**src/rtl/pcm_pkg.sv**
```systemverilog
package pcm_pkg;
  localparam int STAT_W  = 3;
  localparam int ICODE_W = 4;
  localparam int REG_W   = 4;
  localparam int N_DST_STAGES = 3;
  localparam int N_TRACK = 2;

  localparam logic [STAT_W-1:0] ST_BUB = 3'd0;
  localparam logic [STAT_W-1:0] ST_AOK = 3'd1;
  localparam logic [STAT_W-1:0] ST_HLT = 3'd2;
  localparam logic [STAT_W-1:0] ST_ADR = 3'd3;
  localparam logic [STAT_W-1:0] ST_INS = 3'd4;

  localparam logic [ICODE_W-1:0] IC_HALT = 4'h0;
  localparam logic [ICODE_W-1:0] IC_NOP  = 4'h1;
  localparam logic [ICODE_W-1:0] IC_RET  = 4'h9;
  localparam logic [ICODE_W-1:0] IC_BAD  = 4'hF;

  localparam logic [REG_W-1:0] REG_NONE = 4'hF;

  typedef struct packed {
    logic [STAT_W-1:0]  stat;
    logic [ICODE_W-1:0] icode;
    logic [REG_W-1:0]   dst_e;
    logic [REG_W-1:0]   dst_m;
  } stage_t;
endpackage

```
**src/rtl/pcm_stage_rule.sv**
```systemverilog
module pcm_stage_rule
  import pcm_pkg::*;
#(
  parameter bit CHK_ADR = 1'b1
) (
  input  stage_t stg_i,
  output logic   ok_o
);
  logic dst_none;
  logic empty_slot;
  logic adr_ok;

  assign dst_none   = (stg_i.dst_e == REG_NONE) && (stg_i.dst_m == REG_NONE);
  assign empty_slot = dst_none && (stg_i.icode == IC_NOP);

  generate
    if (CHK_ADR) begin : g_adr_strict
      assign adr_ok = empty_slot;
    end else begin : g_adr_free
      assign adr_ok = 1'b1;
    end
  endgenerate

  always_comb begin
    unique case (stg_i.stat)
      ST_AOK:  ok_o = (stg_i.icode != IC_HALT) && (stg_i.icode != IC_BAD);
      ST_BUB:  ok_o = empty_slot;
      ST_HLT:  ok_o = (stg_i.icode == IC_HALT);
      ST_INS:  ok_o = empty_slot;
      ST_ADR:  ok_o = adr_ok;
      default: ok_o = 1'b0;
    endcase
  end
endmodule

```
**src/rtl/pcm_ret_rule.sv**
```systemverilog
module pcm_ret_rule
  import pcm_pkg::*;
(
  input  logic [STAT_W-1:0]  d_stat,
  input  logic [STAT_W-1:0]  e_stat,
  input  logic [ICODE_W-1:0] e_icode,
  input  logic [STAT_W-1:0]  m_stat,
  input  logic [ICODE_W-1:0] m_icode,
  input  logic [STAT_W-1:0]  w_stat,
  input  logic [ICODE_W-1:0] w_icode,
  output logic               ok_o
);
  logic d_bub, e_bub, m_bub;
  logic ret_e_bad, ret_m_bad, ret_w_bad;

  always_comb begin
    d_bub = (d_stat == ST_BUB);
    e_bub = (e_stat == ST_BUB);
    m_bub = (m_stat == ST_BUB);
    ret_e_bad = (e_icode == IC_RET) && !d_bub;
    ret_m_bad = (m_icode == IC_RET) && !(d_bub && e_bub);
    ret_w_bad = (w_icode == IC_RET) && (w_stat == ST_AOK) && !(d_bub && e_bub && m_bub);
    ok_o = !(ret_e_bad || ret_m_bad || ret_w_bad);
  end
endmodule

```
**src/rtl/pcm_track.sv**
```systemverilog
module pcm_track #(
  parameter int N = 2
) (
  input  logic         clk,
  input  logic         rst_n,
  input  logic [N-1:0] pass_i,
  output logic [N-1:0] brk_o,
  output logic         sticky_o
);
  logic [N-1:0] prev_q, prev_d;
  logic         sticky_q, sticky_d;
  logic         track_en;

  always_comb begin
    track_en = 1'b1;
    prev_d   = pass_i;
    sticky_d = sticky_q | ~(&pass_i);
  end

  always_ff @(posedge clk or negedge rst_n) begin
    if (!rst_n) begin
      prev_q   <= '0;
      sticky_q <= 1'b0;
    end else if (track_en) begin
      prev_q   <= prev_d;
      sticky_q <= sticky_d;
    end
  end

  assign brk_o    = prev_q & ~pass_i;
  assign sticky_o = sticky_q;
endmodule

```
**src/rtl/pcm_monitor.sv**
```systemverilog
module pcm_monitor
  import pcm_pkg::*;
(
  input  logic               clk,
  input  logic               rst_n,
  input  logic [STAT_W-1:0]  d_stat,
  input  logic [ICODE_W-1:0] d_icode,
  input  logic [STAT_W-1:0]  e_stat,
  input  logic [ICODE_W-1:0] e_icode,
  input  logic [REG_W-1:0]   e_dst_e,
  input  logic [REG_W-1:0]   e_dst_m,
  input  logic [STAT_W-1:0]  m_stat,
  input  logic [ICODE_W-1:0] m_icode,
  input  logic [REG_W-1:0]   m_dst_e,
  input  logic [REG_W-1:0]   m_dst_m,
  input  logic [STAT_W-1:0]  w_stat,
  input  logic [ICODE_W-1:0] w_icode,
  input  logic [REG_W-1:0]   w_dst_e,
  input  logic [REG_W-1:0]   w_dst_m,
  output logic               d_ok,
  output logic               e_ok,
  output logic               m_ok,
  output logic               w_ok,
  output logic               ret_ok,
  output logic               pipe_ok,
  output logic               sw_ok,
  output logic               brk_pipe,
  output logic               brk_sw,
  output logic               viol_sticky
);
  localparam int N_STAGES = N_DST_STAGES + 1;

  stage_t                 stg [N_STAGES];
  logic [N_STAGES-1:0]    stage_ok;
  logic [N_DST_STAGES-1:0] one_dst;
  logic [N_TRACK-1:0]     pass_vec;
  logic [N_TRACK-1:0]     brk_vec;

  // decode carries no destinations: tie them to the none register
  assign stg[0] = '{stat: d_stat, icode: d_icode, dst_e: REG_NONE, dst_m: REG_NONE};
  assign stg[1] = '{stat: e_stat, icode: e_icode, dst_e: e_dst_e, dst_m: e_dst_m};
  assign stg[2] = '{stat: m_stat, icode: m_icode, dst_e: m_dst_e, dst_m: m_dst_m};
  assign stg[3] = '{stat: w_stat, icode: w_icode, dst_e: w_dst_e, dst_m: w_dst_m};

  generate
    for (genvar s = 0; s < N_STAGES; s++) begin : g_stage
      pcm_stage_rule #(.CHK_ADR(s != N_STAGES - 1)) u_rule (
        .stg_i (stg[s]),
        .ok_o  (stage_ok[s])
      );
    end
    for (genvar k = 0; k < N_DST_STAGES; k++) begin : g_sw
      assign one_dst[k] = (stg[k+1].dst_e == REG_NONE) || (stg[k+1].dst_m == REG_NONE);
    end
  endgenerate

  pcm_ret_rule u_ret (
    .d_stat  (d_stat),
    .e_stat  (e_stat),
    .e_icode (e_icode),
    .m_stat  (m_stat),
    .m_icode (m_icode),
    .w_stat  (w_stat),
    .w_icode (w_icode),
    .ok_o    (ret_ok)
  );

  assign d_ok    = stage_ok[0];
  assign e_ok    = stage_ok[1];
  assign m_ok    = stage_ok[2];
  assign w_ok    = stage_ok[3];
  assign pipe_ok = (&stage_ok) && ret_ok;
  assign sw_ok   = &one_dst;

  assign pass_vec = {sw_ok, pipe_ok};

  pcm_track #(.N(N_TRACK)) u_track (
    .clk      (clk),
    .rst_n    (rst_n),
    .pass_i   (pass_vec),
    .brk_o    (brk_vec),
    .sticky_o (viol_sticky)
  );

  assign brk_pipe = brk_vec[0];
  assign brk_sw   = brk_vec[1];
endmodule

```
**config.mk**
```make
export PLATFORM = sky130hd
export DESIGN_NAME = pcm_monitor
export DESIGN_NICKNAME = d
export VERILOG_FILES = /design/src/rtl/pcm_pkg.sv /design/src/rtl/pcm_stage_rule.sv /design/src/rtl/pcm_ret_rule.sv /design/src/rtl/pcm_track.sv /design/src/rtl/pcm_monitor.sv
export SDC_FILE = /design/constraint.sdc
export NUM_CORES = 1
export LEC_CHECK = 0
export BUFFER_PORTS_ARGS = -buffer_cell sky130_fd_sc_hd__buf_4
export CORE_MARGIN = 2
export CORE_UTILIZATION = 34
export CTS_BUF_LIST = sky130_fd_sc_hd__clkbuf_4
export CTS_CLUSTER_DIAMETER = 150
export DETAILED_ROUTE_END_ITERATION = 10
export PLACE_DENSITY = 0.88
export SLEW_MARGIN = 20
export SYNTH_ARGS = -nofsm -noshare
export SYNTH_HDL_FRONTEND = slang
export SYNTH_SLANG_ARGS = --single-unit
export TNS_END_PERCENT = 10
```
**constraint.sdc**
```tcl
create_clock -name clk -period 2.34 [get_ports clk]
set_input_delay 0.351 -clock clk [delete_from_list [all_inputs] [get_ports clk]]
set_output_delay 0.351 -clock clk [all_outputs]
set_load 0.03 [all_outputs]
```
* Yosys cells after proc, flatten, opt, wreduce, memory -nomap -nowiden
Cells that the tools add are included.
** Word-level totals
- Word-level logic and storage cells :: 88
- Output and inout bits :: 10
- Bits in registers :: 3
- Input port bits :: 54
** Cells by class
- Equality and inequality tests :: 33
- Reduce and logical (&&, ||, !) cells :: 45
- Muxes and demuxes :: 4
- Bitwise operators :: 4
** Operators with widths (count)
- equality test 4 bit, second input constant :: 9
- equality test 3 x 2 -> 1 bit, second input constant :: 8
- logical AND 1 bit :: 17
- equality test 4 x 1 -> 1 bit, second input constant :: 4
- logical NOT 4 bit :: 4
- inequality test 4 bit, second input constant :: 4
- nonzero test 4 bit :: 4
- equality test 3 x 1 -> 1 bit, second input constant :: 4
- equality test 3 bit, second input constant :: 4
- logical NOT 3 bit :: 4
- case mux 1 bit (3 select lines) :: 3
- OR reduction 3 bit :: 3
- AND reduction 4 bit :: 2
- logical OR 1 bit :: 5
- logical NOT 1 bit :: 4
- case mux 1 bit (4 select lines) :: 1
- AND reduction 3 bit :: 1
- AND 2 bit :: 1
- NOT 2 bit :: 1
- OR reduction 2 bit :: 1
- NOT 1 bit :: 1
- bitwise OR 1 bit :: 1

* Logic depth before layout (Yosys ltp)
- Word-level depth :: 11
- Mapped depth :: 5

* By module
From an unflattened synthesis, not the netlist that was laid out.
** Unflattened totals
- Cells, all modules :: 74
- Area total of the unflattened synthesis :: 619.3 um^2
** By module, submodules not included
- pcm_stage_rule at g_stage[0].u_rule ... :: cells each 12, sequential area each 0.0 um^2, times used 3, area each 98.8 um^2
- pcm_track :: cells each 6, sequential area each 75.1 um^2, times used 1, area each 95.1 um^2
- pcm_ret_rule :: cells each 12, sequential area each 0.0 um^2, times used 1, area each 82.6 um^2
- pcm_stage_rule at g_stage[3].u_rule :: cells each 9, sequential area each 0.0 um^2, times used 1, area each 81.3 um^2
- pcm_monitor :: cells each 11, sequential area each 0.0 um^2, times used 1, area each 63.8 um^2

* Worst setup path after synthesis
No wires, ideal clock.
- Kind :: input-to-output
- Start point :: input port d_stat[1]
- End point :: output port brk_pipe
- Stages on the path :: 5
- Setup slack :: -0.221 ns
- Arrival time :: 2.210 ns
- Data required time :: 1.989 ns
- Path buffers :: 0
- Cell sequence :: nor3b_1 > a221oi_1 > a211oi_1 > a21boi_0 > a21boi_0
** Between the ends
- Elaborated cells on any way between the ends :: 22
- Classes of those cells :: eq/ne (4); mux (1); bitwise (2); reduce/logical (15)
** RTL lines
- from (decl) :: line pcm_monitor.sv:6 : input logic [STAT_W-1:0] d_stat,
- equality test 3 bit (tied with other cells) :: line pcm_stage_rule.sv:25 : unique case (stg_i.stat)
- OR reduction 3 bit (no source line)
- case mux 1 bit (3 select lines) * :: line pcm_stage_rule.sv:25
- named net d_ok :: line pcm_monitor.sv:20 : output logic d_ok,
- AND reduction 4 bit * :: line pcm_monitor.sv:72 : assign pipe_ok = (&stage_ok) && ret_ok;
- logical AND 1 bit * :: line pcm_monitor.sv:72
- NOT 2 bit * :: line pcm_track.sv:30 : assign brk_o = prev_q & ~pass_i;
- AND 2 bit * :: line pcm_track.sv:30
- to (decl) :: line pcm_monitor.sv:27 : output logic brk_pipe,
The timed path passes the listed nets; every way through them passes the cells marked *.

* Worst setup path after layout
- Start point :: input port e_icode[1]
- End point :: output port pipe_ok
** Between the ends
- Word-level cells in the longest chain between the ends :: 6
- Elaborated cells on any way between the ends :: 14
- Classes of those cells :: eq/ne (3); mux (1); reduce/logical (10)
** Ends and longest elaborated chain
- from (decl) :: line pcm_monitor.sv:9 : input logic [ICODE_W-1:0] e_icode,
- branches (longest 5 deep; another with equality test 4 x 1 -> 1 bit)
- logical AND 1 bit * :: line pcm_monitor.sv:72
- to (decl) :: line pcm_monitor.sv:25 : output logic pipe_ok,
Mark *: on every way between the ends.

==> results.toml <==
[worst_setup_path]
slowest_stage = "or3_4"
startpoint_type = "input port"
worstReg2RegStart = "u_track.sticky_o$_DFF_PN0_"
crit_arrival_ns = 2.11
worstPathRequired_ns = 1.99
worst-setup-path-type = "input port to primary output"
end_kind = "primary output"
reg2reg_slack_ns = 1.64
r2r-end = "u_track.sticky_o$_DFF_PN0_"
ff2ff_path_depth = 2
crit_chain = "buf_4 -> or3_4 -> o31a_1 -> o32a_1 -> a221oi_2 -> and2_1 -> buf_6"
path_max_fanout = 3
critical-path-max-stage-delay_ns = 0.38

[clocking]
clkLatencyLatePin_ns = 0.23
clk_pin_slew_ns = 0.04
clk_path_buf_depth = 2
cts.sinks = 3
clk_root_buffer_cell = "clkbuf_4"
cts_tree = "done"
cts_buffers = 3
htree_levels = 1

[power]
p_leak_uw = 0.000536
powerDensity_nw_per_um2 = 269
worst_ir_drop_vdd_v = 0.000380
power_uw = 302

[synth]
synth_top_area_cell = "dfrtp_1"
synth_common_cells = "nand4_1 (8), nand2_1 (7), nor3_1 (6), nand3_1 (5), nor3b_1 (5)"
synth_most_common_cell = "nand4_1"
synth-edff-count = 0
netlist_top_cells_area = "dfrtp_1 (14%), nand4_1 (9.2%), nor3b_1 (6.9%)"
syn_area_per_cell_um2 = 7.22
yosys.cell_types.count = 37
syn_nets = 129
synth_area_um2 = 542
synth-seq-cells = 3
syn_inst = 75
yosysWarnings = 0
synthFlopType = "dfrtp_1"
async_flop_share_pct = 100
synth.top_cell.area_share_pct = 13.9
ys_seq_area_share_pct = 13.9

[drt]
wire_per_inst_um = 12.8
vias_per_cell = 5.56
drt.antenna.violating_nets = 0
num_vias = 912
drc_errors = 0
firstDrtPassIters = 4
drt-initial-drc-count = 12
finalWirelength_um = 2110

[floorplan]
core_area_um2 = 1510
num_io_pins = 64
dieArea_um2 = 1930
die_x_um = 43.9
fp.dieH_um = 43.9
rows = 14
initial_core_util_pct = 36.0

[timing]
max_clock_freq_mhz = 407
max-slew-margin-rel_pct = 75.7
fin_worst_skew_ns = 0
rsz0062_at_grt = "true"
whs_ns = 0.458
hold_violations = 0
min_period_ns = 2.46
slew_viol_final = 0
worstMarginPinSlew_ns = 0.356
fin_crit_sh_pct = 105
finalSetupViolations = 2
finalWorstSetupSlack_ns = -0.119

[global_routing]
grt_max_degree = 7
gr-usage-met1_pct = 21.7
track_usage_pct = 22.9
grt_pass1_wl_um = 3370
grt_remaining_overflow = 0
busiest_layer = "met2"
met2_usage_pct = 47.6
grt_pass1_vias = 919
grt_antenna_before_repair = 0
met3_usage_pct = 2.50

[place]
gp_congestion = 0.746
hpwl_um = 1830
port_buffers = 63
dp_cells = 159
place_ws_ns = -0.104

[run]
drv_cap = 0

[final_layout]
area_growth_syn_to_layout_pct = 107
diodes = 0
n_fill_cell = 119
nets = 203
fin_cells = 164
drive_gt1_share_pct = 51.4

[run_status]
violations = "negative setup slack"
outcome = "finished, violations left"

[hold_path]
hp-class = "input port to asynchronous set/reset pin"
-- stage by stage --
stage          utilization, %  TNS, ns  cell area (um2)
6_report                 74.4   -0.186             1120
5_1_grt                  74.4   -0.314             1120
4_1_cts                  74.4   -0.170             1120
3_5_place_dp             71.5   -0.173             1080
3_3_place_gp             71.5   -0.121             1080
2_1_floorplan               -        0              547
-- what timing repair did --
| item | in CTS | in global routing |
|---|---|---|
| endpoints found under the hold margin | 3 | 0 |
| buffers inserted | 0 | 0 |
| resized for setup | 1 | 0 |
| hold buffers | 1 | 0 |
| endpoints found under the setup margin | 2 | 2 |
-- worst max-delay path by stage --
stage	from	to	slack, ns	cells after the start
after floorplan	d_stat[0]	brk_pipe	0.04	5
after global placement	e_icode[1]	pipe_ok	-0.07	7
after detailed placement	e_icode[1]	pipe_ok	-0.10	7
after CTS	e_icode[1]	pipe_ok	-0.10	7
after global routing	e_icode[1]	pipe_ok	-0.16	7
final	e_icode[1]	pipe_ok	-0.12	7
-- sequential cells by signal (all words and copies together) (netlist names) --
name / cells
u_track.prev_q: 2
u_track.sticky_o: 1
-- final cells by class --
cell class	count	area [um2]	area share (%)
timing repair buffer	69	524	46.8
tap	16	20.0	1.79
clock buffer	4	30.0	2.68
inverter	4	15.0	1.34
sequential	3	75.1	6.70
multi-input combinational	68	457	40.7
-- critical path: cells and delay by family --
kind	cells	cell delay, ns
compound gates	3	0.89
simple gates	2	0.61
buf+inv	2	0.26
-- layout by cell type, fill, tap and decap left out, types with 2 or more instances in the layout --
cell       n
nor3b_1    5
a21boi_0   2
nand3b_1   2
o21ai_0    2
clkbuf_4   4
nor3_1     6
buf_4     67
nand3_1    5
nor2_1     3
dfrtp_1    3
a21oi_1    2
nand2_1    7
and2_1     2
inv_1      4
nand4_1    8
-- routing by layer --
metal	vias to the layer above	wire length, um
li1	452	-
met1	418	760
met2	42	1180
met3	0	165
met4	0	0
met5	-	0
-- cells by family (layout without fill, tap and decap cells) --
kind of cell           Yosys count  count (layout)  share of synthesized area (%)
muxes                            1               1                           1.85
and+or+nand+nor                 49              49                           55.4
AOI/OAI and AO/OA               18              18                           26.1
buffers and inverters            4              77                           2.77
DFF                              3               3                           13.9
-- power by group --
part | internal, uW | switching, uW | total (uW) | leakage [uW]
Clock | 75.3 | 24.7 | 100 | 0.0000184
Sequential | 52.3 | 0.0109 | 52.3 | 0.0000367
Combinational | 89.3 | 60.2 | 150 | 0.000480
Total | 217 | 84.9 | 302 | 0.000536
No activity file was read; power rests on OpenSTA's default activity.
